$ cat config.mk
export PLATFORM = sky130hd
export DESIGN_NAME = alu8_core
export DESIGN_NICKNAME = d
export VERILOG_FILES = /design/src/rtl/alu8_pkg.sv /design/src/rtl/alu8_addsub.sv /design/src/rtl/alu8_shift.sv /design/src/rtl/alu8_logic.sv /design/src/rtl/alu8_core.sv
export SDC_FILE = /design/constraint.sdc
export NUM_CORES = 1
export LEC_CHECK = 0
export BUFFER_PORTS_ARGS = -buffer_cell sky130_fd_sc_hd__buf_2
export CAP_MARGIN = 20
export CORE_MARGIN = 5
export CORE_UTILIZATION = 32
export DETAILED_ROUTE_END_ITERATION = 12
export PLACE_DENSITY = 0.52
export REMOVE_ABC_BUFFERS = 1
export SLEW_MARGIN = 40
export SYNTH_ARGS = -nofsm -noshare
export SYNTH_HDL_FRONTEND = slang
export SYNTH_SLANG_ARGS = --single-unit
$ cat constraint.sdc
create_clock -name clk -period 0.8 [get_ports clk]
set_input_delay 0.04 -clock clk [delete_from_list [all_inputs] [get_ports clk]]
set_output_delay 0.04 -clock clk [all_outputs]
set_load 0.01 [all_outputs]
$ cat src/rtl/alu8_pkg.sv
package alu8_pkg;

    localparam int unsigned DATA_W = 8;
    localparam int unsigned OP_W   = 4;

    typedef enum logic [OP_W-1:0] {
        OP_ADD = 4'd0,
        OP_SUB = 4'd1,
        OP_CMP = 4'd2,
        OP_AND = 4'd3,
        OP_OR  = 4'd4,
        OP_XOR = 4'd5,
        OP_SHL = 4'd6,
        OP_SHR = 4'd7,
        OP_ROL = 4'd8,
        OP_ROR = 4'd9
    } alu_op_e;

    typedef enum logic [1:0] {
        LG_AND  = 2'd0,
        LG_OR   = 2'd1,
        LG_XOR  = 2'd2,
        LG_NONE = 2'd3
    } logic_sel_e;

    typedef struct packed {
        logic [DATA_W-1:0] res;
        logic              res_we;
        logic              n;
        logic              n_we;
        logic              v;
        logic              v_we;
        logic              z;
        logic              z_we;
        logic              c;
        logic              c_we;
    } alu_out_t;

endpackage

$ cat src/rtl/alu8_addsub.sv
module alu8_addsub #(
    parameter int unsigned W = 8
) (
    input  logic [W-1:0] a_i,
    input  logic [W-1:0] b_i,
    input  logic         cin_i,
    input  logic         sub_i,
    output logic [W-1:0] sum_o,
    output logic         cout_o,
    output logic         ovf_o
);
    logic [W-1:0] b_eff;
    logic [W:0]   full;

    always_comb begin
        b_eff  = sub_i ? ~b_i : b_i;
        full   = {1'b0, a_i} + {1'b0, b_eff} + {{W{1'b0}}, cin_i};
        sum_o  = full[W-1:0];
        cout_o = full[W];
        // operands of equal sign producing a sum of the other sign
        ovf_o  = (a_i[W-1] == b_eff[W-1]) && (full[W-1] != a_i[W-1]);
    end
endmodule

$ cat src/rtl/alu8_shift.sv
module alu8_shift #(
    parameter int unsigned W = 8
) (
    input  logic [W-1:0] a_i,
    input  logic         cin_i,
    input  logic         left_i,
    input  logic         rot_i,
    output logic [W-1:0] res_o,
    output logic         cout_o
);
    logic fill;

    always_comb begin
        fill = rot_i & cin_i;
        if (left_i) begin
            res_o  = {a_i[W-2:0], fill};
            cout_o = a_i[W-1];
        end else begin
            res_o  = {fill, a_i[W-1:1]};
            cout_o = a_i[0];
        end
    end
endmodule

$ cat src/rtl/alu8_logic.sv
module alu8_logic
    import alu8_pkg::*;
#(
    parameter int unsigned W = 8
) (
    input  logic [W-1:0] a_i,
    input  logic [W-1:0] b_i,
    input  logic_sel_e   sel_i,
    output logic [W-1:0] res_o
);
    for (genvar i = 0; i < W; i++) begin : g_bit
        always_comb begin
            unique case (sel_i)
                LG_AND:  res_o[i] = a_i[i] & b_i[i];
                LG_OR:   res_o[i] = a_i[i] | b_i[i];
                LG_XOR:  res_o[i] = a_i[i] ^ b_i[i];
                default: res_o[i] = 1'b0;
            endcase
        end
    end
endmodule

$ cat src/rtl/alu8_core.sv
module alu8_core
    import alu8_pkg::*;
(
    input  logic              clk,
    input  logic              rst_n,
    input  logic [OP_W-1:0]   op_i,
    input  logic [DATA_W-1:0] a_i,
    input  logic [DATA_W-1:0] b_i,
    input  logic              c_i,
    output logic [DATA_W-1:0] res_o,
    output logic              res_we_o,
    output logic              n_o,
    output logic              n_we_o,
    output logic              v_o,
    output logic              v_we_o,
    output logic              z_o,
    output logic              z_we_o,
    output logic              c_o,
    output logic              c_we_o
);
    alu_op_e           op;
    logic              sub_sel;
    logic              add_cin;
    logic              shl_sel;
    logic              rot_sel;
    logic_sel_e        lg_sel;

    logic [DATA_W-1:0] add_sum;
    logic              add_cout;
    logic              add_ovf;
    logic [DATA_W-1:0] sh_res;
    logic              sh_cout;
    logic [DATA_W-1:0] lg_res;

    alu_out_t          out_d;
    alu_out_t          out_q;

    // operation decode
    always_comb begin
        op      = alu_op_e'(op_i);
        sub_sel = (op == OP_SUB) || (op == OP_CMP);
        add_cin = (op == OP_CMP) ? 1'b1 : c_i;
        shl_sel = (op == OP_SHL) || (op == OP_ROL);
        rot_sel = (op == OP_ROL) || (op == OP_ROR);
        case (op)
            OP_AND:  lg_sel = LG_AND;
            OP_OR:   lg_sel = LG_OR;
            OP_XOR:  lg_sel = LG_XOR;
            default: lg_sel = LG_NONE;
        endcase
    end

    alu8_addsub #(.W(DATA_W)) u_addsub (
        .a_i    (a_i),
        .b_i    (b_i),
        .cin_i  (add_cin),
        .sub_i  (sub_sel),
        .sum_o  (add_sum),
        .cout_o (add_cout),
        .ovf_o  (add_ovf)
    );

    alu8_shift #(.W(DATA_W)) u_shift (
        .a_i    (a_i),
        .cin_i  (c_i),
        .left_i (shl_sel),
        .rot_i  (rot_sel),
        .res_o  (sh_res),
        .cout_o (sh_cout)
    );

    alu8_logic #(.W(DATA_W)) u_logic (
        .a_i   (a_i),
        .b_i   (b_i),
        .sel_i (lg_sel),
        .res_o (lg_res)
    );

    // next-state assembly: result, enables, then flags from the value
    always_comb begin
        out_d = '0;
        case (op)
            OP_ADD, OP_SUB: begin
                out_d.res    = add_sum;
                out_d.res_we = 1'b1;
                out_d.c      = add_cout;
                out_d.c_we   = 1'b1;
                out_d.v      = add_ovf;
                out_d.v_we   = 1'b1;
                out_d.n_we   = 1'b1;
                out_d.z_we   = 1'b1;
            end
            OP_CMP: begin
                out_d.res    = add_sum;
                out_d.c      = add_cout;
                out_d.c_we   = 1'b1;
                out_d.n_we   = 1'b1;
                out_d.z_we   = 1'b1;
            end
            OP_AND, OP_OR, OP_XOR: begin
                out_d.res    = lg_res;
                out_d.res_we = 1'b1;
                out_d.n_we   = 1'b1;
                out_d.z_we   = 1'b1;
            end
            OP_SHL, OP_SHR, OP_ROL, OP_ROR: begin
                out_d.res    = sh_res;
                out_d.res_we = 1'b1;
                out_d.c      = sh_cout;
                out_d.c_we   = 1'b1;
                out_d.n_we   = 1'b1;
                out_d.z_we   = 1'b1;
            end
            default: out_d = '0;
        endcase
        out_d.n = out_d.n_we & out_d.res[DATA_W-1];
        out_d.z = out_d.z_we & ~|out_d.res;
    end

    always_ff @(posedge clk or negedge rst_n) begin
        if (!rst_n) begin
            out_q <= '0;
        end else begin
            out_q <= out_d;
        end
    end

    assign res_o    = out_q.res;
    assign res_we_o = out_q.res_we;
    assign n_o      = out_q.n;
    assign n_we_o   = out_q.n_we;
    assign v_o      = out_q.v;
    assign v_we_o   = out_q.v_we;
    assign z_o      = out_q.z;
    assign z_we_o   = out_q.z_we;
    assign c_o      = out_q.c;
    assign c_we_o   = out_q.c_we;

endmodule

# After elaboration in Yosys (flattened, before gate mapping)
# Index checks and enable logic that the tools add are counted.
[totals]
out_inout_bits = 17
wordCells = 84
register_bits = 16
[op_classes]
reduce_logical = 14
muxes = 18
n_eq_ne = 13
n_bitwise = 28
n_addsub = 2
[ops]
columns = ["operator", "count"]
rows = [
  ["$pmux 1 s3", 8],
  ["$pmux 8 s3", 1],
  ["$eq 4x3->1 const B", 4],
  ["$mux 8", 2],
  ["$and 1x1->1", 11],
  ["$reduce_or 10->1", 1],
  ["$add 8x8->9", 1],
  ["$add 9x1->9", 1],
  ["$reduce_or 9->1", 1],
  ["$eq 4x2->1 const B", 2],
  ["$eq 4x4->1 const B", 2],
  ["$not 8->8", 1],
  ["$or 1x1->1", 8],
  ["$reduce_or 8->1", 1],
  ["$xor 1x1->1", 8],
  ["$pmux 2 s3", 1],
  ["$reduce_or 3->1", 2],
  ["$eq 4x1->1 const B", 1],
  ["$logic_not 4->1", 1],
  ["$mux 1", 4],
  ["$pmux 2 s2", 1],
  ["$reduce_or 4->1", 1],
  ["$logic_or 1x1->1", 3],
  ["$eq 2x1->1 const B", 1],
  ["other kinds (8)", 8],
]

# Longest topological paths before layout
[logic_depth]
ltp_word = 9
ltp_mapped = 13
ltp_nobuf = 12

# Cells and area by module
# From an unflattened synthesis, not the netlist that was laid out.
[unflattened]
cells_unflattened = 240
hier_area_um2 = 2143.3
[modules_own_cells]
columns = ["mod", "cells_each", "area_each_um2", "n_inst"]
rows = [
  ["alu8_core", 114, 1054.8, 1],
  ["alu8_logic", 52, 484.2, 1],
  ["alu8_addsub", 60, 465.4, 1],
  ["alu8_shift", 14, 138.9, 1],
]

# Worst setup path before layout
# Ideal clock, no wire load.
[synth_path]
kind = "input to register"
from = "input port op_i[1]"
to = "register out_q (netlist bit z_o)"
arrival_ps = 2846
stages = 13
path_slack_ps = -2142
cell_sequence = "buf_4 -> nor2b_1 -> o21ai_2 -> xnor2_1 -> fa_1 -> inv_1 -> fa_1 -> nor2b_1 -> o31a_1 -> a211oi_1 -> a211o_1 -> or4_1 -> nor4_2"
[synth_rtl]
columns = ["item", "line", "text"]
rows = [
  ["start, declared", "alu8_core.sv:6", "input logic [OP_W-1:0] op_i,"],
  ["end signal, assigned", "alu8_core.sv:124", "out_q <= out_d;"],
  ["end, declared", "alu8_core.sv:36", "alu_out_t out_q;"],
]

==> impl_metrics.yaml <==
synthesis:
  syn_avg_cell_area_um2: 8.93
  synth_ff_type: "dfrtp_1"
  ys_types: 56
  ys_seq_area_frac: 0.229
  synth_edf_count: 0
  synth-seq-cells: 16
  netlist_top_cells_area: "dfrtp_1 (23%), ha_1 (16%), xnor2_1 (5.5%)"
  netlist_area_mm2: 0.00175
  synth_top_cell_by_area: "dfrtp_1"
  async_reset_ff_frac: 1.00
  synth_top_area_frac: 0.229
  yosysWarnings: 0
  syn_inst: 196
floorplan:
  die_area_mm2: 0.00705
  die_h_um: 84.0
  fp.coreArea_mm2: 0.00541
  die_w_um: 84.0
  ioPinCount: 40
  rows: 27
  initial_core_util: 0.324
drt:
  route.vias.total: 1906
  wire_per_inst_um: 14.8
  drc_errors: 0
  ant_nets: 0
  dr.first_iter.drc_count: 83
  wirelength_mm: 5.77
  vias_per_cell: 4.90
  dr.pass1.iters: 6
critical_path:
  cp-end-kind: "flop"
  cp_data_arrival_time_ns: 2.59
  cp.required_ns: 0.97
  path_class: "in2reg"
  crit_fanout: 3
  worstSetupStartpointType: "input port"
clock_network:
  cts_tree: "done"
  cts_buffers: 3
  cts.clk_slew.worst_paths_ns: 0.07
  clock-sinks: 16
  clock_path_buffers: 2
  clock-root-buffer: "clkbuf_8"
  htree_levels: 1
global_routing:
  grt_max_degree: 22
  grt_util_all_layers: 0.162
  grt_pass1_vias: 1995
  gr-total-overflow: 0
  grt_pass1_wl_mm: 9.34
  grt_antenna_before_repair: 0
sta:
  finalCritPeriodShare: 3.03
  finalHoldViolCount: 0
  fin_ws_ns: -1.63
  slew_viol_final: 0
  rsz0062_at_grt: "yes"
  max_freq_ghz: 0.412
  max_slew_margin: 0.627
  worstMarginPinSlew_ns: 0.559
  setup_viol: 14
  hold_ws_ns: 0.225
  post-route-min-period_ns: 2.43
final_layout:
  fin_nets: 366
  drive_gt1_frac: 0.521
  post-route-util: 0.539
  num_antenna_cells: 0
  area_growth_pct: 66.4
  design_area_mm2: 0.00291
placed_design:
  place_hpwl_mm: 4.39
  finalWeightedCongestion: 0.824
  io_buffers: 39
  place_area_mm2: 0.00253
status:
  violations: "setup timing"
  outcome: "complete, but fails checks"
flow_run:
  maxCapViolations: 0
hold_path:
  hp-class: "in2async"
power_and_ir_drop:
  p_leak_nw: 1.49
  power_density_mw_per_mm2: 1230
  ir_drop_mv: 0.864
[synthesized netlist by cell type, drive strengths merged (3+ instances only)]
| cell type | instances |
|---|---|
| a211oi | 4 |
| a21o | 3 |
| a21oi | 7 |
| a22oi | 3 |
| buf | 9 |
| dfrtp | 16 |
| ha | 23 |
| inv | 21 |
| mux2i | 6 |
| nand2 | 15 |
| nor2 | 9 |
| nor2b | 6 |
| o211ai | 3 |
| o21ai | 10 |
| o221ai | 3 |
| o22ai | 4 |
| xnor2 | 11 |
[worst max-delay path, cell delays in order]
cell and delay [ns]:
buf_8 0.11, nor2b_4 0.13, o21ai_4 0.22, xnor2_2 0.16, fa_2 0.26, inv_2 0.04
fa_2 0.35, nor2b_2 0.13, o31a_1 0.15, a211oi_1 0.06, a211o_1 0.27, or4_4 0.54
nor4_2 0.13
[metrics by stage]
step                      std cells  worst slack [ns]  total power [mW]  setup TNS (ns)
after global routing            389             -1.80              3.78          -15.64
after detailed placement        372             -2.11              2.45          -19.58
after global placement          372             -2.01              2.44          -18.85
after floorplan                 187             -1.97              1.63          -16.16
after CTS                       384             -1.60              3.43          -14.04
final                           389             -1.63              3.59          -14.30
[power by group]
part	switching (mW)	internal (mW)	leakage, nW
combinational	0.906	1.03	1.26
clock	0.295	0.437	0.0288
sequential	0.0209	0.897	0.204
[timing repair]
action                                  CTS  global route
endpoints found under the hold margin    16             0
hold buffers                              1             0
pin swaps                                18            16
buffers inserted                          9             6
endpoints found under the setup margin   14            24
gates cloned                              0             1
resized for setup                        45            12
[layout make-up]
| class | instances | area (um2) |
|---|---|---|
| inverter | 21 | 78.8 |
| timing repair buffer | 126 | 901 |
| multi-input combinational | 150 | 1390 |
| sequential | 16 | 400 |
| fill | 497 | 2490 |
| tap | 72 | 90.1 |
| clock buffer | 4 | 55.1 |
[cells by family after synthesis]
group / count (synthesis) / share of synthesized area
compound gates: 56 / 0.238
simple gates: 48 / 0.153
buf+inv: 30 / 0.0808
flops: 16 / 0.229
fa+ha+maj: 25 / 0.187
xor+xnor: 13 / 0.0650
mux: 8 / 0.0472
[worst max-delay path by stage]
| stage | from | endpoint | slack, ns | cells past startpoint |
|---|---|---|---|---|
| 2_1_floorplan | op_i[1] | z_o$_DFF_PN0_ | -1.97 | 12 |
| 3_3_place_gp | op_i[1] | z_o$_DFF_PN0_ | -2.01 | 13 |
| 3_5_place_dp | op_i[1] | z_o$_DFF_PN0_ | -2.11 | 13 |
| 4_1_cts | op_i[0] | z_o$_DFF_PN0_ | -1.60 | 13 |
| 5_1_grt | op_i[1] | z_o$_DFF_PN0_ | -1.80 | 13 |
| 6_report | op_i[1] | z_o$_DFF_PN0_ | -1.63 | 13 |
[sequential cells by signal, indices dropped and copies added (netlist names)]
signal / cells
res_o: 8
c_o: 1
c_we_o: 1
n_o: 1
res_we_o: 1
v_o: 1
v_we_o: 1
z_o: 1
z_we_o: 1
[layout by cell type, fill, tap and decap left out, types with 2 or more instances in the layout]
master and n:
a21o_1 3, xnor2_1 8, nor2b_4 3, a31oi_1 2, o221ai_2 2, buf_2 37
a21oi_1 5, o21ai_2 4, o211ai_1 3, nor2b_1 2, buf_4 78, buf_8 2
o22ai_1 4, nand2_1 13, a32oi_1 2, o21ai_0 4, ha_1 22, xnor2_2 3
a211oi_1 3, inv_1 20, dfrtp_1 16, nand3_1 2, nor2_1 8, buf_6 8
nand2b_1 2, clkbuf_8 4, nand3b_1 2, nor3_1 2, a22oi_1 3, fa_2 2
mux2i_1 6
[routing by layer]
layer  vias to the layer above  track usage  wire length, um
met4                         0       0.0468               55
met1                       914        0.194             2550
met3                         5       0.0197              177
met5                         -            0                0
li1                        949            -                -
met2                        38        0.301             2980
Note: power is estimated with default switching activity, not from simulation.
